==> config.mk <==
export PLATFORM = sky130hd
export DESIGN_NAME = fan_tach_mon
export DESIGN_NICKNAME = d
export VERILOG_FILES = /design/src/rtl/fan_tach_pkg.sv /design/src/rtl/fan_period_ch.sv /design/src/rtl/fan_regs.sv /design/src/rtl/fan_tach_mon.sv
export SDC_FILE = /design/constraint.sdc
export NUM_CORES = 1
export LEC_CHECK = 0
export ABC_AREA = 1
export CAP_MARGIN = 20
export CORE_MARGIN = 2
export CORE_UTILIZATION = 59
export DETAILED_ROUTE_END_ITERATION = 10
export GPL_TIMING_DRIVEN = 0
export HOLD_SLACK_MARGIN = 0.12
export MAX_ROUTING_LAYER = met4
export PLACE_DENSITY = 0.77
export SYNTH_ARGS = -nofsm -noshare
export SYNTH_HDL_FRONTEND = slang
export SYNTH_HIERARCHICAL = 1
export SYNTH_SLANG_ARGS = --single-unit
==> constraint.sdc <==
create_clock -name clk -period 3.1 [get_ports clk]
set_input_delay 0.93 -clock clk [delete_from_list [all_inputs] [get_ports clk]]
set_output_delay 0.93 -clock clk [all_outputs]
set_load 0.01 [all_outputs]
==> src/rtl/fan_tach_pkg.sv <==
package fan_tach_pkg;

    localparam int CNT_W     = 12;
    localparam int MAX_FANS  = 4;
    localparam int IDX_W     = 2;

    localparam logic [CNT_W-1:0] CNT_MAX = '1;

    // register map anchors
    localparam logic [7:0] CNT_BASE   = 8'h20;
    localparam logic [7:0] LIM_BASE   = 8'h28;
    localparam logic [7:0] CTL_BASE   = 8'h60;
    localparam int         CTL_STRIDE = 16;

    typedef logic [CNT_W-1:0] cnt_t;

    typedef enum logic [2:0] {
        F_NONE,
        F_CNT_HI,
        F_CNT_LO,
        F_LIM_HI,
        F_LIM_LO,
        F_CTL
    } field_e;

    typedef struct packed {
        field_e             kind;
        logic [IDX_W-1:0]   idx;
    } decode_t;

    // saturating increment
    function automatic cnt_t sat_add(cnt_t v, logic inc);
        if (inc && (v != CNT_MAX))
            return v + 1'b1;
        return v;
    endfunction

    // map a byte address onto a field and fan index
    function automatic decode_t decode_addr(logic [7:0] a, int nfans);
        decode_t d;
        d.kind = F_NONE;
        d.idx  = '0;
        for (int i = 0; i < nfans; i++) begin
            if (a == CNT_BASE + 8'(2*i)) begin
                d.kind = F_CNT_HI; d.idx = IDX_W'(i);
            end else if (a == CNT_BASE + 8'(2*i + 1)) begin
                d.kind = F_CNT_LO; d.idx = IDX_W'(i);
            end else if (a == LIM_BASE + 8'(2*i)) begin
                d.kind = F_LIM_HI; d.idx = IDX_W'(i);
            end else if (a == LIM_BASE + 8'(2*i + 1)) begin
                d.kind = F_LIM_LO; d.idx = IDX_W'(i);
            end else if (a == CTL_BASE + 8'(CTL_STRIDE*i)) begin
                d.kind = F_CTL; d.idx = IDX_W'(i);
            end
        end
        return d;
    endfunction

endpackage

==> src/rtl/fan_period_ch.sv <==
module fan_period_ch
    import fan_tach_pkg::*;
#(
    parameter int SYNC_STAGES = 2
) (
    input  logic clk,
    input  logic rst,
    input  logic tick,
    input  logic tach_raw,
    input  logic fan_off,
    input  cnt_t limit,
    output cnt_t period,
    output logic alarm
);

    logic [SYNC_STAGES-1:0] sync_q;
    logic                   tach_prev;
    logic                   rise;
    cnt_t                   run_q;
    cnt_t                   run_nxt;

    // synchronizer and edge history
    always_ff @(posedge clk) begin
        if (rst) begin
            sync_q    <= '0;
            tach_prev <= 1'b0;
        end else begin
            sync_q    <= {sync_q[SYNC_STAGES-2:0], tach_raw};
            tach_prev <= sync_q[SYNC_STAGES-1];
        end
    end

    assign rise    = sync_q[SYNC_STAGES-1] & ~tach_prev;
    assign run_nxt = sat_add(run_q, tick);

    // period counter, result register, stall marking
    always_ff @(posedge clk) begin
        if (rst || fan_off) begin
            run_q  <= '0;
            period <= '0;
        end else if (rise) begin
            period <= run_nxt;
            run_q  <= '0;
        end else begin
            run_q <= run_nxt;
            if (run_nxt == CNT_MAX)
                period <= CNT_MAX;
        end
    end

    assign alarm = ~fan_off & (period > limit);

endmodule

==> src/rtl/fan_regs.sv <==
module fan_regs
    import fan_tach_pkg::*;
#(
    parameter int N = 3
) (
    input  logic             clk,
    input  logic             rst,
    input  logic             wr_en,
    input  logic             rd_en,
    input  logic [7:0]       addr,
    input  logic [7:0]       wdata,
    input  cnt_t [N-1:0]     period_i,
    output logic [7:0]       rdata,
    output cnt_t [N-1:0]     limit_o,
    output logic [N-1:0]     off_o
);

    localparam int HI_W = CNT_W - 8;

    decode_t              dec;
    logic [N-1:0][7:0]    shadow_q;

    assign dec = decode_addr(addr, N);

    always_ff @(posedge clk) begin
        if (rst) begin
            rdata    <= '0;
            shadow_q <= '0;
            off_o    <= '0;
            for (int i = 0; i < N; i++)
                limit_o[i] <= CNT_MAX;
        end else begin
            if (wr_en) begin
                case (dec.kind)
                    F_LIM_HI: limit_o[dec.idx][CNT_W-1:8] <= wdata[HI_W-1:0];
                    F_LIM_LO: limit_o[dec.idx][7:0]       <= wdata;
                    F_CTL:    off_o[dec.idx]              <= wdata[7];
                    default: ;
                endcase
            end
            if (rd_en) begin
                case (dec.kind)
                    F_CNT_HI: begin
                        rdata            <= 8'(period_i[dec.idx][CNT_W-1:8]);
                        shadow_q[dec.idx] <= period_i[dec.idx][7:0];
                    end
                    F_CNT_LO: rdata <= shadow_q[dec.idx];
                    F_LIM_HI: rdata <= 8'(limit_o[dec.idx][CNT_W-1:8]);
                    F_LIM_LO: rdata <= limit_o[dec.idx][7:0];
                    F_CTL:    rdata <= {off_o[dec.idx], 7'b0};
                    default:  rdata <= '0;
                endcase
            end
        end
    end

endmodule

==> src/rtl/fan_tach_mon.sv <==
module fan_tach_mon
    import fan_tach_pkg::*;
#(
    parameter int NUM_FANS    = 3,
    parameter int SYNC_STAGES = 2
) (
    input  logic                clk,
    input  logic                rst,
    input  logic                tick,
    input  logic [NUM_FANS-1:0] tach,
    input  logic                bus_wr,
    input  logic                bus_rd,
    input  logic [7:0]          bus_addr,
    input  logic [7:0]          bus_wdata,
    output logic [7:0]          bus_rdata,
    output logic [NUM_FANS-1:0] fan_alarm
);

    cnt_t [NUM_FANS-1:0] period_q;
    cnt_t [NUM_FANS-1:0] limit_q;
    logic [NUM_FANS-1:0] off_q;

    fan_regs #(.N(NUM_FANS)) u_regs (
        .clk      (clk),
        .rst      (rst),
        .wr_en    (bus_wr),
        .rd_en    (bus_rd),
        .addr     (bus_addr),
        .wdata    (bus_wdata),
        .period_i (period_q),
        .rdata    (bus_rdata),
        .limit_o  (limit_q),
        .off_o    (off_q)
    );

    for (genvar g = 0; g < NUM_FANS; g++) begin : g_fan
        fan_period_ch #(.SYNC_STAGES(SYNC_STAGES)) u_ch (
            .clk      (clk),
            .rst      (rst),
            .tick     (tick),
            .tach_raw (tach[g]),
            .fan_off  (off_q[g]),
            .limit    (limit_q[g]),
            .period   (period_q[g]),
            .alarm    (fan_alarm[g])
        );
    end

endmodule

# After elaboration in Yosys (flattened, before gate mapping)
# Index checks and enable logic that the tools add are counted.
# word_totals
ff_bits,152
output_inout_bits,11
# classes
add_sub_neg,3
magnitude_cmp,5
n_eq_ne,26
muxes,52
bitwise_logic,12
n_reduce_logical,17
# ops
cell,n
$mux W12,15
$eq A8 B6 Y1 const B,12
$mux W5,15
$bwmux W36,2
$pmux W36 S2,1
$bmux W12 S2,2
$demux W12 S2,2
$pmux W8 S5,1
$add A12 B1 Y12 const B,3
$eq A12 B12 Y1 const B,3
$gt A12 B12 Y1,3
$ne A12 B12 Y1 const B,3
$bwmux W24,1
$mux W8,3
$bmux W8 S2,1
$demux W8 S2,1
$eq A8 B7 Y1 const B,2
$eq A8 B8 Y1 const B,1
$reduce_bool A2 Y1,4
$and A1 B1 Y1,6
$eq A3 B2 Y1 const B,2
$eq A3 B3 Y1 const B,2
$not A1 Y1,6
$reduce_and A2 Y1,3
10 further kinds,21

# Depth between registers and ports, before layout
# logic_depth
depth_word,22
ltp_mapped,17
mapped_depth_nobuf,16

# Cells and area by module
# Netlist, hierarchy kept.
# by_module_without_submodules
mod,instances,cells_per_inst,area_each_um2,seq_area_each_um2
fan_period_ch,3,282,1868.0,540.5
fan_regs,1,611,3953.8,1421.4

# Worst setup path after synthesis
# Ideal clock, no wire load.
# synth_path
kind,input -> register
startpoint,input bus_addr[4]
endpoint,register u_regs/limit_o[18] in the netlist's numbering
setup_time_ns,0.139
arrival_ns,2.333
path_slack_ns,0.628
cell_stages,12
n_path_buf,2
path_cell_list,inv_1 > nand2_1 > nor2_4 > nand3_2 > nand2_2 > nor2_1 > buf_4 > nor2_1 > nand2_4 > buf_6 > nand2_1 > o211ai_1
# synth_between
elab_chain_len,21
# synth_rtl
element,line_no,text
start: declaration,fan_tach_mon.sv:13,"input logic [7:0] bus_addr,"
$eq A8 B6 Y1,fan_tach_pkg.sv:50,end else if (a == LIM_BASE + 8'(2*i + 1)) begin
$mux W5,fan_tach_pkg.sv:50,
$mux W5,fan_tach_pkg.sv:48,end else if (a == LIM_BASE + 8'(2*i)) begin
$mux W5,fan_tach_pkg.sv:46,end else if (a == CNT_BASE + 8'(2*i + 1)) begin
$mux W5,fan_tach_pkg.sv:44,if (a == CNT_BASE + 8'(2*i)) begin
$mux W5,fan_tach_pkg.sv:52,end else if (a == CTL_BASE + 8'(CTL_STRIDE*i)) begin
$mux W5,fan_tach_pkg.sv:50,
$mux W5,fan_tach_pkg.sv:48,
[... 5 more ...],n/a,
$mux W5,fan_tach_pkg.sv:46,
$mux W5 (*),fan_tach_pkg.sv:44,
$lt A2 B3 Y1 (implied by the code) / $ge A2 B1 Y1 (equally long branches),fan_regs.sv:36,F_LIM_LO: limit_o[dec.idx][7:0] <= wdata;
$logic_and A1 B1 Y1 (implied by the code),fan_regs.sv:36,
$mux W8 (implied by the code),fan_regs.sv:36,
$demux W12 S2,n/a,
$bwmux W36,fan_regs.sv:36,
$pmux W36 S2,fan_regs.sv:34,case (dec.kind)
end signal: indexed assignment,fan_regs.sv:35,F_LIM_HI: limit_o[dec.idx][CNT_W-1:8] <= wdata[HI_W-1:0];
end signal: indexed assignment,fan_regs.sv:36,
end: declaration,fan_regs.sv:14,"output cnt_t [N-1:0] limit_o,"
# Every way passes the cells marked *; elsewhere a longest branch is shown, timed or not.
# A chain may end at the register's enable or synchronous reset.

# Final worst setup path
# layout_path
startpoint,register u_regs/limit_o[9] in the netlist's numbering
endpoint,output fan_alarm[0]
# layout_between
elab_chain_len,2
# layout_rtl
element,line_no,text
$gt A12 B12 Y1,fan_period_ch.sv:51,assign alarm = ~fan_off & (period > limit);
$and A1 B1 Y1,fan_period_ch.sv:51,
end: declaration,fan_tach_mon.sv:16,output logic [NUM_FANS-1:0] fan_alarm
# No other way between the ends.

==> impl_metrics.toml <==
[yosys]
ys_types = 37
ys_seq_area_share_pct = 31.8
syn_avg_cell_area_um2 = 6.56
synth_nets = 1520
synth-seq-cells = 152
yosysWarnings = 6
synth_edf_count = 0
ys_async_sr_fraction_pct = 0
synth_cells = 1457
synth_top_flop_cell = "dfxtp_1"
syn_area_mm2 = 0.00956

[layout]
area.growth.synth_to_final_pct = 13.9
antenna_cells = 0
finalNonFillerCells = 1745
final_nets = 1579
regArea_mm2 = 0.00305
nFillCells = 1443
final_cell_mix = "nand2_1 (472), inv_1 (244), dfxtp_1 (146)"
final_common_cell = "nand2_1"
multiInputGateArea_mm2 = 0.00535
post-route-util_pct = 68.5
drive_gt1_share_pct = 15.4

[timing]
max_slew_margin_pct = 46.2
period_needed_ps = 3060
clock.fmax_mhz = 327
whs_ps = 403
hold_violations = 0
post-route-period-util_pct = 98.6
finalSetupViolations = 0
finalMaxSlewViolations = 0
rsz0062_at_grt = "true"
clock_skew_ps = 6.69
final.setup.tns_ps = 0
worst_slew_pin_slew_ps = 806

[worst_setup_path]
crit_chain = "inv_1 > ha_1 > nand2_1 > nor2_2 > nand4_1 > a21oi_2 > a211oi_1 > nor3_1 > buf_2"
criticalPathCategory = "flop to primary output"
rrSetupSlack_ps = 1070
arrival_ps = 2130
startpoint = "u_regs/limit_o[9]"
cp_slowest_cell = "dfxtp_2"
path_depth = 9
cp_max_fo = 3
r2r_start = "g_fan[2].u_ch/run_q[0]"
cp-endpoint = "fan_alarm[0]"
critical_path.top_delay_family = "simple AND/OR/NAND/NOR gates"
worst-path-buf-inv = 2
critPathMaxStageDelay_ps = 340
r2r-end = "g_fan[2].u_ch/period[2]"
critPathRequiredTime_ps = 2170
r2r.worst_path.cells = 14
startpoint_type = "flop"
cp-end-kind = "primary output"

[power]
vdd_drop_max_mv = 0.399
p_leak_nw = 5.85
power.density_mw_per_mm2 = 421
power_w = 0.00458

[outcome]
run_status = "finished, final reports clean"

[die]
die_h_um = 131
io_pins = 35
core_mm2 = 0.0159
dieArea_mm2 = 0.0172
initial_core_util_pct = 60.2
row_count = 46
die-width_um = 131

[grt]
busiest_layer = "met2"
grtUsageTotal_pct = 28.8
antenna_found_initial = 0
met3_usage_pct = 5.98
grt_pass1_wl_um = 39500
grt_use_met2_pct = 46.6
grt.met1_usage_pct = 36.2
grt_max_degree = 19
grt_pass1_vias = 8333
grt_overflow = 0

[placed_design]
place.gp.congestion = 0.915
dp_hpwl_um = 18000
dp_cells = 1706
portBuffers = 33

[clock_tree]
ctsHoldBuffers = 0
clock-root-buffer = "clkbuf_16"
clock_latency_ps = 420
htree_levels = 4
cts_buffers = 17
cts_tree = "done"
cts.sinks = 152
clkTransAtPathRegs_ps = 60
clock_tree.buffer_depth = 2

[worst_hold_path]
min_path_type = "flop to flop"
holdPathStages = 2

[routing]
wl_per_cell_um = 13.6
post_drt_via_cell_ratio = 5.20
routed_wl_um = 23700
drc = 0
ant_nets = 0
dr.pass1.iters = 5
vias = 9075
initialDrtViolationCount = 628

[run]
max_cap_violations = 0
Yosys cell counts (9+ instances only):
cell type | count | area share, %
nand3_1 | 63 | 3.3
nand4_1 | 19 | 1.2
buf_6 | 9 | 1.1
o211ai_1 | 31 | 2.4
inv_1 | 244 | 9.6
ha_1 | 39 | 5.1
nand3_2 | 49 | 5.1
nor2_1 | 138 | 5.4
nor2_2 | 22 | 1.4
inv_2 | 11 | 0.43
a21oi_1 | 51 | 2.7
o21ai_0 | 29 | 1.5
dfxtp_1 | 152 | 32
nand2_1 | 473 | 19
clkbuf_1 | 13 | 0.51
nand2_2 | 34 | 2.2
nor2_4 | 13 | 1.5
metrics by stage:
step                      area (um^2)  setup WS, ps
after global placement          10200          -395
after global routing            10900         -70.6
after floorplan                  9560           628
after CTS                       10800          10.5
final                           10900          44.8
after detailed placement        10200          -392
timing repair:
action,in CTS,in global routing
buffers inserted,0,7
hold endpoints to repair,0,0
gates cloned,0,0
setup endpoints to repair,3,64
resized for setup,13,23
pin swaps,1,6
cell type report:
cell class | count | share of cell area [%]
well taps | 216 | 2.48
multi-input cells | 1008 | 49.2
clock buffers | 19 | 4.16
inverters | 258 | 8.92
clock inverters | 13 | 1.54
repair buffers | 40 | 3.40
plain buffers | 39 | 2.30
flip-flops and latches | 152 | 28.0
power breakdown:
part           total, W  internal, W  switching [W]
Clock           0.00218      0.00132       0.000859
Sequential      0.00203      0.00199      0.0000374
Combinational  0.000379     0.000134       0.000245
how the worst min path moves through the flow:
| stage | startpoint | to | slack, ps |
|---|---|---|---|
| 6_report | g_fan[2].u_ch/sync_q[0] | g_fan[2].u_ch/sync_q[1] | 400 |
| 5_1_grt | g_fan[1].u_ch/sync_q[0] | g_fan[1].u_ch/sync_q[1] | 440 |
| 4_1_cts | g_fan[2].u_ch/sync_q[0] | g_fan[2].u_ch/sync_q[1] | 400 |
| 3_5_place_dp | g_fan[2].u_ch/sync_q[0] | g_fan[2].u_ch/sync_q[1] | 390 |
| 3_3_place_gp | g_fan[2].u_ch/sync_q[0] | g_fan[2].u_ch/sync_q[1] | 390 |
| 2_1_floorplan | g_fan[0].u_ch/sync_q[0] | g_fan[0].u_ch/sync_q[1] | 390 |
sequential cells by signal, indices dropped and copies added (netlist names):
name / cells
u_regs/limit_o: 36
u_regs/rdata: 8
g_fan.u_ch/sync_q: 6
g_fan.u_ch/tach_prev: 3
g_fan.u_ch/run_q: 36
u_regs/shadow_q: 24
u_regs/off_o: 3
g_fan.u_ch/period: 36
logic make-up after synthesis:
group,share of synthesized area (%)
compound gates,8.99
fa+ha+maj,5.11
buf+inv,12.7
flops,31.8
simple gates,41.3
routing by layer:
layer / wire [um] / vias up
met5: 0 / -
met4: 746 / 0
met3: 1470 / 67
met2: 10900 / 277
met1: 10600 / 4078
li1: - / 4653
worst register-to-register path: stages, from the launching register on:
cell     delay [ps]
dfxtp_1         390
ha_1            240
nand3_1         140
nor2_1          250
nand2_1          90
nand2_1          80
nand2_1         110
nor2_2          130
nand2_1          70
nor2_2           90
nand2_2          80
buf_6           160
nand3_2          70
nand2_1          50
inv_1            40
No activity file was read; power rests on OpenSTA's default activity.
